**src/rtl/fir_da_pkg.sv**
```systemverilog
package fir_da_pkg;
  localparam int TAPS     = 32;
  localparam int GROUP_SZ = 4;
  localparam int GROUPS   = TAPS / GROUP_SZ;
  localparam int COEF_W   = 12;
  localparam int LUT_W    = COEF_W + $clog2(GROUP_SZ);
  localparam int SUM_W    = LUT_W + $clog2(GROUPS);
  localparam int SAMPLE_W = 8;
  localparam int IDX_W    = $clog2(SAMPLE_W);

  typedef struct packed {
    logic             load;
    logic             accum;
    logic             first;
    logic             last;
    logic [IDX_W-1:0] bitIdx;
  } daStrobe_t;

  function automatic int coefAt(int tap);
    int half;
    half = (tap < TAPS / 2) ? tap : TAPS - 1 - tap;
    case (half)
      0:  return -30;
      1:  return -34;
      2:  return -38;
      3:  return -35;
      4:  return -31;
      5:  return -40;
      6:  return -37;
      7:  return -32;
      8:  return -30;
      9:  return -42;
      10: return -50;
      11: return -45;
      12: return 60;
      13: return 160;
      14: return 300;
      15: return 470;
      default: return 0;
    endcase
  endfunction

  function automatic int lutEntry(int grp, int addr);
    int s;
    s = 0;
    for (int j = 0; j < GROUP_SZ; j++) begin
      if (((addr >> j) & 1) != 0) s = s + coefAt(grp * GROUP_SZ + j);
    end
    return s;
  endfunction
endpackage

```
**src/rtl/fir_da_lut.sv**
```systemverilog
module fir_da_lut #(
  parameter int GROUP  = 0,
  parameter int ADDR_W = 4,
  parameter int VAL_W  = 14
) (
  input  logic [ADDR_W-1:0]       addr,
  output logic signed [VAL_W-1:0] value
);
  localparam int ENTRIES = 1 << ADDR_W;

  logic signed [VAL_W-1:0] rom [ENTRIES];

  for (genvar k = 0; k < ENTRIES; k++) begin : g_entry
    localparam int ENT = fir_da_pkg::lutEntry(GROUP, k);
    assign rom[k] = VAL_W'(ENT);
  end

  assign value = rom[addr];
endmodule

```
**src/rtl/fir_da_ctrl.sv**
```systemverilog
module fir_da_ctrl #(
  parameter int DATA_W = 8
) (
  input  logic                  clk,
  input  logic                  rstN,
  input  logic                  inValid,
  output fir_da_pkg::daStrobe_t stb
);
  localparam int IDX_W = fir_da_pkg::IDX_W;
  localparam logic [IDX_W-1:0] LAST_IDX = IDX_W'(DATA_W - 1);

  logic             busy;
  logic [IDX_W-1:0] bitCnt;
  logic             onLast;
  logic             accept;

  assign onLast = busy && (bitCnt == LAST_IDX);
  assign accept = inValid && (!busy || onLast);

  always_ff @(posedge clk) begin
    if (!rstN) begin
      busy   <= 1'b0;
      bitCnt <= '0;
    end else if (accept) begin
      busy   <= 1'b1;
      bitCnt <= '0;
    end else if (onLast) begin
      busy   <= 1'b0;
    end else if (busy) begin
      bitCnt <= bitCnt + 1'b1;
    end
  end

  always_comb begin
    stb.load   = accept;
    stb.accum  = busy;
    stb.first  = busy && (bitCnt == '0);
    stb.last   = onLast;
    stb.bitIdx = bitCnt;
  end
endmodule

```
**src/rtl/fir_da_datapath.sv**
```systemverilog
module fir_da_datapath #(
  parameter int DATA_W = 8,
  parameter int OUT_W  = 25
) (
  input  logic                  clk,
  input  logic                  rstN,
  input  fir_da_pkg::daStrobe_t stb,
  input  logic [DATA_W-1:0]     inData,
  output logic                  outValid,
  output logic [OUT_W-1:0]      outData
);
  import fir_da_pkg::*;

  logic [DATA_W-1:0]       taps [TAPS];
  logic [GROUP_SZ-1:0]     addr [GROUPS];
  logic signed [LUT_W-1:0] lutOut [GROUPS];
  logic signed [SUM_W-1:0] bitSum;
  logic signed [OUT_W-1:0] weighted;
  logic signed [OUT_W-1:0] base;
  logic signed [OUT_W-1:0] nextAcc;
  logic signed [OUT_W-1:0] acc;

  // sample history, newest at index 0
  always_ff @(posedge clk) begin
    if (!rstN) begin
      for (int i = 0; i < TAPS; i++) taps[i] <= '0;
    end else if (stb.load) begin
      taps[0] <= inData;
      for (int i = 1; i < TAPS; i++) taps[i] <= taps[i-1];
    end
  end

  // one bit of each tap in a group forms that group's table address
  always_comb begin
    for (int g = 0; g < GROUPS; g++) begin
      for (int j = 0; j < GROUP_SZ; j++) begin
        addr[g][j] = taps[g*GROUP_SZ + j][stb.bitIdx];
      end
    end
  end

  for (genvar g = 0; g < GROUPS; g++) begin : g_group
    fir_da_lut #(
      .GROUP (g),
      .ADDR_W(GROUP_SZ),
      .VAL_W (LUT_W)
    ) u_lut (
      .addr (addr[g]),
      .value(lutOut[g])
    );
  end

  always_comb begin
    bitSum = '0;
    for (int g = 0; g < GROUPS; g++) bitSum = bitSum + SUM_W'(lutOut[g]);
    weighted = OUT_W'(bitSum) <<< stb.bitIdx;
    base     = stb.first ? '0 : acc;
    nextAcc  = stb.last ? (base - weighted) : (base + weighted);
  end

  always_ff @(posedge clk) begin
    if (!rstN) begin
      acc      <= '0;
      outValid <= 1'b0;
      outData  <= '0;
    end else begin
      outValid <= 1'b0;
      if (stb.accum) acc <= nextAcc;
      if (stb.last) begin
        outValid <= 1'b1;
        outData  <= nextAcc;
      end
    end
  end
endmodule

```
**src/rtl/fir_da_top.sv**
```systemverilog
module fir_da_top #(
  parameter int DATA_W = fir_da_pkg::SAMPLE_W,
  localparam int OUT_W = DATA_W + fir_da_pkg::COEF_W + $clog2(fir_da_pkg::TAPS)
) (
  input  logic              clk,
  input  logic              rstN,
  input  logic              inValid,
  input  logic [DATA_W-1:0] inData,
  output logic              outValid,
  output logic [OUT_W-1:0]  outData
);
  fir_da_pkg::daStrobe_t stb;

  fir_da_ctrl #(.DATA_W(DATA_W)) u_ctrl (
    .clk    (clk),
    .rstN   (rstN),
    .inValid(inValid),
    .stb    (stb)
  );

  fir_da_datapath #(.DATA_W(DATA_W), .OUT_W(OUT_W)) u_dp (
    .clk     (clk),
    .rstN    (rstN),
    .stb     (stb),
    .inData  (inData),
    .outValid(outValid),
    .outData (outData)
  );
endmodule

```
**config.mk**
```make
export PLATFORM = sky130hd
export DESIGN_NAME = fir_da_top
export DESIGN_NICKNAME = d
export VERILOG_FILES = /design/src/rtl/fir_da_pkg.sv /design/src/rtl/fir_da_lut.sv /design/src/rtl/fir_da_ctrl.sv /design/src/rtl/fir_da_datapath.sv /design/src/rtl/fir_da_top.sv
export SDC_FILE = /design/constraint.sdc
export NUM_CORES = 1
export LEC_CHECK = 0
export ABC_CLOCK_PERIOD_IN_PS = 43500
export CAP_MARGIN = 20
export CORE_UTILIZATION = 40
export CTS_BUF_LIST = sky130_fd_sc_hd__clkbuf_8
export CTS_CLUSTER_SIZE = 28
export DETAILED_ROUTE_END_ITERATION = 10
export DONT_BUFFER_PORTS = 1
export HOLD_SLACK_MARGIN = 0.08
export PLACE_DENSITY_LB_ADDON = 0.08
export SLEW_MARGIN = 20
export SYNTH_ARGS = -nofsm -noshare
export SYNTH_HDL_FRONTEND = slang
export SYNTH_SLANG_ARGS = --single-unit
export TNS_END_PERCENT = 1
```
**constraint.sdc**
```tcl
create_clock -name clk -period 43.5 [get_ports clk]
set_clock_uncertainty 0.2 [all_clocks]
set_input_delay 2.175 -clock clk [delete_from_list [all_inputs] [get_ports clk]]
set_output_delay 2.175 -clock clk [all_outputs]
set_load 0.005 [all_outputs]
```
==> results.md <==
* Tcrit/Tclk final at 0.284
* Drt first pass iters at 5
* CTS Root Cell: clkbuf_8
* Layout cells sized above 1 at 0.101
* Post-synth ARST share at 0
* WP data required at between 40 and 50 ns
* Post-synth cell types at 90
* Hold_buf cts at 0
* EDFF count, synth at approximately 260
* Status: finished, final reports clean
* Chip Height at ~230 µm
* Post-CTS Setup Bufs at 0
* Clock buffer depth at 3
* Setup TNS at 0 ns
* Vias in the first global route at ~13000
* Maximum clock frequency at between 80 and 90 MHz
* Max-cap viol count at 0
* Worst Max-Slew Pin Slew at between 1 and 1.5 ns
* Initial core utilization at 0.408
* Wire per inst at 17.5 µm
* Initial antenna violation count at 4
* Top post-synthesis cells by count: and2_1 (295), edfxtp_1 (256), nand2_1 (153), inv_1 (114), ha_1 (108)
* Biggest area consumer among synthesized cells: edfxtp_1
* CTS Buf Count at between 50 and 60
* HPWL after DPL at 30.3 mm
* # diodes at 0
* Met2 GRT Util at 0.276
* RePlAce Congestion at about 0.87
* Seq cells post-synth at just over 300
* Largest net degree at the start of global routing at 184
* Fin nets at 2000
* Top post-synthesis cells by area: edfxtp_1 (37%), and2_1 (9.0%), mux4_2 (7.5%)
* Post-CTS Resized at 0
* Area Overhead vs Synth at 7.55%
* Final ANT Viol Nets at 0
* Cells after synthesis at 1857
* DR vias/cell at around 5.2
* Synth Warn # at 0
* Crit-path slowest cell: buf_4
* Max Slew Vio Count at 0
* Most frequent cell after synthesis: and2_1
* Yosys top cell area share at 0.374
* Endpoints failing setup at 0
* CTS Sinks at between 300 and 400
* Global Route met3 Usage at 0.0326
* Cell family with most CP delay: adder cells
* Vias at ~13000
* CTS tree: built
* H-tree Lvls at 2
* Post-synthesis cell area at slightly above 20000 µm²
* Routed WL at around 44 mm
* Post-synthesis sequential area ratio at 0.428
* Post-synth top flop: edfxtp_1
* Worst setup EP type: flip-flop
* Synth Net Count at around 2000
* GR peak layer: met2
* Setup CP Type: flip-flop to flip-flop
* Input/output buffers at 0
* DIE AREA at around 52000 µm²
* Met1 global-route usage at 0.236
* RSZ-0062 raised after global routing: false
* Crit Path Max Fanout at 36
* Slew margin rel. at 0.287
* DRC at 0
* Mean Syn Cell Area at between 10 and 15 µm²
* Final Hold Viols at 0
* CP peak stage delay at 0.68 ns
* Clock slew at reported path FFs at ~0.06 ns
* Row cnt at 82
* Gr usage total at 0.172
* HP Class: flip-flop to flip-flop
* Worst Setup Start Kind: flip-flop
* First-pass GRT wire length at 72.1 mm
* Worst path buffer plus inverter count at 6
* Remaining Overflow, GRT at 0
* Clock latency on the worst-skew pair at 0.66 ns
* Iter 0 DRT Violations at about 830
* I/O pins at 37
* Tmin final at between 10 and 15 ns
* Core area at 50400 µm²
* Worst EP arrival at 12.68 ns
* Die X at approximately 230 µm
==> flip-flops by register name (all words and copies together), names as in the netlist <==
signal,flops
u_dp.taps,256
u_dp.acc,25
u_dp.outData,25
u_ctrl.bitCnt,3
u_ctrl.busy,1
u_dp.outValid,1
==> layout make-up <==
cell class	instances	area [µm²]
inverters	116	435
multi-input cells	1331	11000
fillers	4824	28300
flip-flops and latches	311	8800
clock buffers	59	812
clock inverters	37	171
well taps	672	841
repair buffers	11	95.1
==> cells in the final DEF (no fill, tap or decap), drive strengths merged, types with 17 or more instances in the layout <==
master and n:
ha 108, xor2 24, clkinv 17, edfxtp 256, inv 136, mux2i 52, nor2b 28, clkbuf 59
nand3 27, dfxtp 55, nand2 153, a21oi 70, o21ai 70, mux4 68, xnor2 48, and2 295
nor2 79, fa 54
==> worst paths after layout <==
path | endpoint | slack (ns) | cells after the start | start
hold / removal | u_dp.acc[2] | 0.27 | 1 | u_dp.acc[2]
hold reg to reg | u_dp.acc[2] | 0.27 | 1 | u_dp.acc[2]
setup / recovery | u_dp.acc[24] | 31.16 | 41 | u_ctrl.bitCnt[0]
setup reg to reg | u_dp.acc[24] | 31.16 | 41 | u_ctrl.bitCnt[0]
==> routing by layer <==
metal	share of wire	vias up	wire (µm)
li1	-	6542	-
met3	0.040	68	1780
met1	0.47	6510	20900
met2	0.47	177	20900
met4	0.019	4	858
met5	0.00068	-	30
==> through the flow <==
stage               cell area (µm²)  instances  utilization  hold WS, ns  setup slack, ns
CTS                           22100       2537        0.439        0.274            31.09
detailed placement            21100       2441        0.419        0.260            31.16
floorplan                     20600       1857            -        0.245            21.89
global route                  22100       2537        0.439        0.293            29.88
global placement              21100       2441        0.419        0.255            31.39
finish                        22100       2537        0.439        0.271            31.16
==> logic make-up (layout without fill, tap and decap cells) <==
logic type / after synthesis / in the layout / synth area share
xor gates and xnor gates: 72 / 72 / 0.0316
muxes: 125 / 125 / 0.103
and+or+nand+nor: 661 / 661 / 0.172
DFF: 311 / 311 / 0.428
adders and majority gates: 162 / 162 / 0.118
buffers and inverters: 215 / 223 / 0.0405
AOI/OAI and AO/OA: 311 / 311 / 0.107
Power is not shown: default switching activity piles up to over one toggle a cycle in this logic, so the estimate is an artifact.
